[src/rtl/evt_timer_pkg.sv]
package evt_timer_pkg;

    typedef enum logic [1:0] {
        ST_IDLE,
        ST_ARMED,
        ST_RUN,
        ST_MATCHED
    } tmr_state_e;

    localparam logic [3:0] MODE_PLAIN = 4'b0000;
    localparam logic [3:0] MODE_PULSE = 4'b0001;

    function automatic logic mode_valid(input logic [3:0] m);
        return (m == MODE_PLAIN) || (m == MODE_PULSE);
    endfunction

endpackage

[src/rtl/evt_tick_src.sv]
module evt_tick_src (
    input  logic clk,
    input  logic rst_n,
    input  logic run,
    input  logic src_ext,
    input  logic ext_tick,
    output logic tick
);

    logic div_q;

    // Half-rate phase: restarts at zero whenever the channel is not counting.
    always_ff @(posedge clk or negedge rst_n) begin
        if (!rst_n) begin
            div_q <= 1'b0;
        end else if (run) begin
            div_q <= ~div_q;
        end else begin
            div_q <= 1'b0;
        end
    end

    assign tick = src_ext ? ext_tick : div_q;

    // an internal tick is never followed by another on the next edge
    a_r3_half_rate: assert property (@(posedge clk) disable iff (!rst_n)
        (!src_ext && tick) |=> !div_q);

endmodule

[src/rtl/evt_count_fsm.sv]
module evt_count_fsm
    import evt_timer_pkg::*;
#(
    parameter int CNT_W = 16
) (
    input  logic             clk,
    input  logic             rst_n,
    input  logic             active,
    input  logic             tick,
    input  logic             reload_en,
    input  logic [CNT_W-1:0] load_val,
    input  logic [CNT_W-1:0] cmp_val,
    output logic [CNT_W-1:0] count,
    output logic             running,
    output logic             cmp_hit,
    output logic             wrap_hit
);

    localparam logic [CNT_W-1:0] ONE = CNT_W'(1);

    tmr_state_e       state_q, state_d;
    logic [CNT_W-1:0] cnt_q, cnt_d;
    logic [CNT_W:0]   inc;

    assign inc = {1'b0, cnt_q} + {1'b0, ONE};

    // State register
    always_ff @(posedge clk or negedge rst_n) begin
        if (!rst_n) begin
            state_q <= ST_IDLE;
            cnt_q   <= '0;
        end else begin
            state_q <= state_d;
            cnt_q   <= cnt_d;
        end
    end

    // Next state, next count and event outputs
    always_comb begin
        state_d  = state_q;
        cnt_d    = cnt_q;
        cmp_hit  = 1'b0;
        wrap_hit = 1'b0;
        if (!active) begin
            state_d = ST_IDLE;
            cnt_d   = '0;
        end else begin
            unique case (state_q)
                ST_IDLE: begin
                    state_d = ST_ARMED;
                    cnt_d   = '0;
                end
                ST_ARMED: begin
                    if (tick) cnt_d = load_val;
                end
                ST_RUN: begin
                    if (tick) begin
                        cnt_d    = inc[CNT_W-1:0];
                        wrap_hit = inc[CNT_W];
                    end
                end
                ST_MATCHED: begin
                    if (tick) begin
                        if (reload_en) begin
                            cnt_d = load_val;
                        end else begin
                            cnt_d    = inc[CNT_W-1:0];
                            wrap_hit = inc[CNT_W];
                        end
                    end
                end
                default: state_d = ST_IDLE;
            endcase
            if (tick && state_q != ST_IDLE) begin
                cmp_hit = (cnt_d == cmp_val);
                state_d = cmp_hit ? ST_MATCHED : ST_RUN;
            end
        end
    end

    assign count   = cnt_q;
    assign running = (state_q != ST_IDLE);

    // the first tick after arming loads the load value
    a_r2_first_load: assert property (@(posedge clk) disable iff (!rst_n)
        (state_q == ST_ARMED && active && tick) |=> (cnt_q == $past(load_val)));

    // a tick in RUN adds one
    a_r4_step: assert property (@(posedge clk) disable iff (!rst_n)
        (state_q == ST_RUN && active && tick) |=> (cnt_q == $past(cnt_q) + ONE));

    // an inactive channel sits in IDLE with a zero count
    a_r11_idle: assert property (@(posedge clk) disable iff (!rst_n)
        !active |=> (cnt_q == '0 && state_q == ST_IDLE));

endmodule

[src/rtl/evt_flags.sv]
module evt_flags (
    input  logic clk,
    input  logic rst_n,
    input  logic tmr_en,
    input  logic pulse_mode,
    input  logic cmp_hit,
    input  logic wrap_hit,
    input  logic cmp_flag_clr,
    input  logic ovf_flag_clr,
    input  logic cmp_irq_en,
    input  logic ovf_irq_en,
    output logic cmp_flag,
    output logic ovf_flag,
    output logic cmp_irq,
    output logic ovf_irq,
    output logic tmr_out
);

    logic cmp_q, ovf_q, out_q;

    // Set wins over clear; disable clears both flags.
    always_ff @(posedge clk or negedge rst_n) begin
        if (!rst_n) begin
            cmp_q <= 1'b0;
            ovf_q <= 1'b0;
            out_q <= 1'b0;
        end else begin
            if (!tmr_en)           cmp_q <= 1'b0;
            else if (cmp_hit)      cmp_q <= 1'b1;
            else if (cmp_flag_clr) cmp_q <= 1'b0;

            if (!tmr_en)           ovf_q <= 1'b0;
            else if (wrap_hit)     ovf_q <= 1'b1;
            else if (ovf_flag_clr) ovf_q <= 1'b0;

            out_q <= cmp_hit && pulse_mode;
        end
    end

    assign cmp_flag = cmp_q;
    assign ovf_flag = ovf_q;
    assign cmp_irq  = cmp_q & cmp_irq_en;
    assign ovf_irq  = ovf_q & ovf_irq_en;
    assign tmr_out  = out_q;

    // the compare flag holds without a clear
    a_r5_cmp_sticky: assert property (@(posedge clk) disable iff (!rst_n)
        (cmp_q && tmr_en && !cmp_flag_clr) |=> cmp_q);

    // the overflow flag holds without a clear
    a_r7_ovf_sticky: assert property (@(posedge clk) disable iff (!rst_n)
        (ovf_q && tmr_en && !ovf_flag_clr) |=> ovf_q);

    // the output pulse appears only with a set compare flag
    a_r9_out_flag: assert property (@(posedge clk) disable iff (!rst_n)
        out_q |-> cmp_q);

    // disable empties both flags
    a_r10_disable_clear: assert property (@(posedge clk) disable iff (!rst_n)
        !tmr_en |=> (!cmp_q && !ovf_q));

endmodule

[src/rtl/evt_timer.sv]
module evt_timer
    import evt_timer_pkg::*;
#(
    parameter int CNT_W = 16
) (
    input  logic             clk,
    input  logic             rst_n,
    input  logic             tmr_en,
    input  logic [3:0]       mode_sel,
    input  logic             src_ext,
    input  logic             ext_tick,
    input  logic             reload_en,
    input  logic             cmp_irq_en,
    input  logic             ovf_irq_en,
    input  logic [CNT_W-1:0] load_val,
    input  logic [CNT_W-1:0] cmp_val,
    input  logic             cmp_flag_clr,
    input  logic             ovf_flag_clr,
    output logic [CNT_W-1:0] count,
    output logic             cmp_flag,
    output logic             ovf_flag,
    output logic             cmp_irq,
    output logic             ovf_irq,
    output logic             tmr_out
);

    logic active, running, tick, cmp_hit, wrap_hit;

    assign active = tmr_en && mode_valid(mode_sel);

    evt_tick_src u_tick (
        .clk      (clk),
        .rst_n    (rst_n),
        .run      (running && active),
        .src_ext  (src_ext),
        .ext_tick (ext_tick),
        .tick     (tick)
    );

    evt_count_fsm #(.CNT_W(CNT_W)) u_fsm (
        .clk       (clk),
        .rst_n     (rst_n),
        .active    (active),
        .tick      (tick),
        .reload_en (reload_en),
        .load_val  (load_val),
        .cmp_val   (cmp_val),
        .count     (count),
        .running   (running),
        .cmp_hit   (cmp_hit),
        .wrap_hit  (wrap_hit)
    );

    evt_flags u_flags (
        .clk          (clk),
        .rst_n        (rst_n),
        .tmr_en       (tmr_en),
        .pulse_mode   (mode_sel == MODE_PULSE),
        .cmp_hit      (cmp_hit),
        .wrap_hit     (wrap_hit),
        .cmp_flag_clr (cmp_flag_clr),
        .ovf_flag_clr (ovf_flag_clr),
        .cmp_irq_en   (cmp_irq_en),
        .ovf_irq_en   (ovf_irq_en),
        .cmp_flag     (cmp_flag),
        .ovf_flag     (ovf_flag),
        .cmp_irq      (cmp_irq),
        .ovf_irq      (ovf_irq),
        .tmr_out      (tmr_out)
    );

endmodule

[config.mk]
export PLATFORM = sky130hd
export DESIGN_NAME = evt_timer
export DESIGN_NICKNAME = d
export VERILOG_FILES = /design/src/rtl/evt_timer_pkg.sv /design/src/rtl/evt_tick_src.sv /design/src/rtl/evt_count_fsm.sv /design/src/rtl/evt_flags.sv /design/src/rtl/evt_timer.sv
export SDC_FILE = /design/constraint.sdc
export NUM_CORES = 1
export LEC_CHECK = 0
export ABC_AREA = 1
export BUFFER_PORTS_ARGS = -buffer_cell sky130_fd_sc_hd__buf_2
export CAP_MARGIN = 0
export CORE_UTILIZATION = 48
export DETAILED_ROUTE_END_ITERATION = 12
export GPL_ROUTABILITY_DRIVEN = 0
export PLACE_DENSITY = 0.85
export SYNTH_ARGS = -nofsm -noshare
export SYNTH_HDL_FRONTEND = slang
export SYNTH_HIERARCHICAL = 1
export SYNTH_SLANG_ARGS = --single-unit
export TNS_END_PERCENT = 1
[constraint.sdc]
create_clock -name clk -period 1.92 [get_ports clk]
set_clock_uncertainty 0.2 [all_clocks]
set_input_delay 0 -clock clk [delete_from_list [all_inputs] [get_ports clk]]
set_output_delay 0 -clock clk [all_outputs]
set_load 0.01 [all_outputs]
==> flow_summary.yaml <==
outcome:
  status: "complete, but fails checks"
  violations_in_the_final_reports: "setup timing"
sta:
  tightest_slew_ns: 0.589
  timing.final.crit_share_pct: 150
  slew_violations: 0
  setup_viol_count_final: 8
  max_clock_freq_ghz: 0.348
  report.final.hold_viol_count: 0
  setup_ws_ns: -0.957
  unrepaired_setup_endpoints_after_global_routing: "yes"
  layout_min_cycle_time_ns: 2.88
  slew-limit-headroom_pct: 60.7
worst_setup_path:
  path_cells: "nand2_2 -> nand2_4 -> buf_6 -> buf_6 -> nor2_1 -> nor2_1 -> nand2_1 -> nand2_1 -> nand2_1 -> nor2_1 -> nand2_1 -> nor2_1 -> nand2_1 -> nor2_2 -> nand4_1 -> nor2_2 -> inv_1 -> a21oi_2"
  cp_max_fo: 8
  timing.reg2reg.setup_slack_ns: -0.96
  timing.rr.start: "u_tick/div_q$_DFF_PN0_"
  data_required_critical_path_ns: 1.94
  critPathMostFrequentCell: "sky130_fd_sc_hd__nand2_1"
  cp_top_family: "simple AND/OR/NAND/NOR gates"
  crit_arrival_ns: 2.90
  crit_path_top_delay_cell: "sky130_fd_sc_hd__dfrtp_1"
  worst-setup-path-type: "register to register"
  cp-end-kind: "register"
  path_depth: 18
  crit-reg2reg-capture: "u_flags/cmp_flag$_DFFE_PN0P_"
  critPathLaunch: "u_tick/div_q$_DFF_PN0_"
  worstSetupEndpoint: "u_flags/cmp_flag$_DFFE_PN0P_"
  path_buf_inv: 3
  worst-r2r-cell-count: 18
  start_kind: "register"
  slowest_delay_ns: 0.40
global_route:
  first_global_vias: 3735
  grt_start_max_net_pins: 23
  globalRouteTotalUtil_pct: 43.6
  grt_overflow: 0
  antenna_found_initial: 0
  grt_pass1_wl_um: 17400
logic_synthesis:
  synth_seq_area_share_pct: 23.1
  netlist_cell_types: 34
  synth_seq_cells: 22
  yosys.area.top_type: "sky130_fd_sc_hd__nand2_1"
  synth.top_cell.area_share_pct: 25.2
  postSynthAreaPerCell_um2: 5.50
  netlist_area_um2: 2390
  number_of_synthesized_flops_with_an_enable_pin: 0
  gate_count_post_synth: 434
  yosysWarnings: 6
  ys_top_cells_by_area: "sky130_fd_sc_hd__nand2_1 25%, sky130_fd_sc_hd__dfrtp_1 23%, sky130_fd_sc_hd__nor2_1 10%"
  synthTopCellsByCount: "160 x sky130_fd_sc_hd__nand2_1, 64 x sky130_fd_sc_hd__nor2_1, 59 x sky130_fd_sc_hd__inv_1"
  synth_nets: 481
  postSynth.asyncResetShare_pct: 100
  synth-main-ff-cell: "sky130_fd_sc_hd__dfrtp_1"
  synth_most_common_cell: "sky130_fd_sc_hd__nand2_1"
place:
  buffer_ports.inserted: 66
  placed_cell_area_um2: 3330
  hpwlAfterDp_um: 6680
  preCtsSetupSlack_ns: -0.602
power_and_ir_drop:
  power.density_cell_area_nw_per_um2: 301
  vdd_drop_max_v: 0.000286
  cell_leakage_power_nw: 2.07
floorplanning:
  die_h_um: 72.5
  dieWidth_um: 72.5
  floorplan.rows: 25
  die_area_um2: 5260
  placeable_core_region_um2: 4750
  initial_utilization_pct: 50.2
  ios: 67
cts:
  cts.root.buffer_cell: "sky130_fd_sc_hd__clkbuf_8"
  cts.sink_count: 22
  clkSlewWorstSetupHoldPaths_ns: 0.11
  tritoncts: "yes"
  h-tree-depth: 1
  clockBufferDepth: 2
  cts_buffers: 3
  insertion_delay_ns: 0.28
routing:
  wl_per_cell_um: 17.8
  drtIter0Drc: 1072
  detailroute.via_count: 3970
  drt-total-wl_um: 11800
  final_antenna_net_count: 0
  detail_route.first_pass.iterations: 7
  drt-vias-per-instance: 5.97
  route.detailed.drc: 0
finish:
  fin_nets: 646
  filler_cell_count: 318
  drive_above_1_share_pct: 38.0
  area_growth_from_synthesis_to_final_layout_pct: 59.4
  postLayoutCellArea_um2: 3800
  diodes: 0
run:
  max-cap-violations: 0
min_path:
  holdCritStartpoint: "load_val[0]"
  min-delay-path-class: "input pin to register"
## metrics by stage
stage                     setup TNS, ns  utilization, %  cells  hold WS, ns  power (mW)
after global placement            -1.20            70.1    637       -0.192       0.690
after CTS                         -1.42            77.0    662    0.0000296        1.09
after detailed placement          -1.59            70.1    637       -0.178       0.695
final                             -3.12            80.0    665      0.00710        1.14
after floorplan                  -0.303               -    434       -0.496       0.582
after global routing              -3.65            80.0    665       0.0406        1.18
## state kept, by name (all words and copies together), names as in the netlist
signal / flops
u_fsm/state_q: 2
u_flags/cmp_flag: 1
u_fsm/count: 16
u_flags/ovf_flag: 1
u_tick/div_q: 1
u_flags/tmr_out: 1
## power breakdown
part           total, mW  leakage, nW  internal [mW]  switching, mW
logic              0.301         1.74          0.128          0.173
registers          0.465        0.301          0.464        0.00141
clock network      0.379       0.0288          0.184          0.195
## metal layers
layer | GRT usage (%) | routed length (um) | vias to the layer above
li1 | - | - | 1677
met1 | 51.9 | 3970 | 1697
met2 | 69.4 | 5040 | 446
met3 | 8.75 | 1680 | 150
met4 | 32.2 | 1150 | 0
met5 | 0 | 0 | -
## cell type report
type	count	area, um2	area share (%)
Clock buffer	4	55.1	1.45
Inverter	66	253	6.64
Multi-Input combinational cell	337	1700	44.6
Sequential cell	22	556	14.6
Tap cell	67	83.8	2.20
Timing Repair Buffer	168	1150	30.3
Timing Repair inverter	1	7.51	0.197
## how the worst min path moves through the flow
stage	endpoint	slack, ns	cells after the start
2_1_floorplan	u_flags/cmp_flag$_DFFE_PN0P_	-0.50	0
3_3_place_gp	u_fsm/count[11]$_DFF_PN0_	-0.19	1
3_5_place_dp	u_fsm/count[14]$_DFF_PN0_	-0.18	1
4_1_cts	u_fsm/count[0]$_DFF_PN0_	0.00003	6
5_1_grt	u_fsm/count[0]$_DFF_PN0_	0.04	6
6_report	u_fsm/count[0]$_DFF_PN0_	0.007	6
## worst register-to-register path, delay by kind of cell, from the launching register on
family	cells	cell delay [ns]
simple gates	14	1.69
flops	1	0.40
buf+inv	3	0.38
compound gates	1	0.12
## logic make-up after synthesis
group                    Yosys count  share of synthesized area [%]
AND/OR/NAND/NOR                  291                           52.5
adder cells (fa/ha/maj)            1                          0.524
flip-flops                        22                           23.1
buffers and inverters             75                           13.8
AO/OA/AOI/OAI                     45                           10.1
## what timing repair did
action,in CTS,in global routing
pin swaps,15,16
hold buffers,15,0
hold endpoints to repair,33,0
setup buffers,5,3
gates resized for setup,26,34
setup endpoints to repair,7,11
gates cloned,1,0
## layout by cell type (no fill, tap or decap), types with 7 or more instances in the layout
master                            n
sky130_fd_sc_hd__buf_4           82
sky130_fd_sc_hd__nand2_1        145
sky130_fd_sc_hd__o21ai_0          9
sky130_fd_sc_hd__nor2_2           9
sky130_fd_sc_hd__nand2_2         17
sky130_fd_sc_hd__nor2_1          54
sky130_fd_sc_hd__inv_1           57
sky130_fd_sc_hd__buf_2           66
sky130_fd_sc_hd__dlygate4sd3_1   15
sky130_fd_sc_hd__nor2_4           7
sky130_fd_sc_hd__nand3_1         25
sky130_fd_sc_hd__a21oi_1         18
sky130_fd_sc_hd__nand3b_1         8
sky130_fd_sc_hd__dfrtp_1         18
sky130_fd_sc_hd__nand4_1          8
Note: power is estimated with default switching activity, not from simulation.
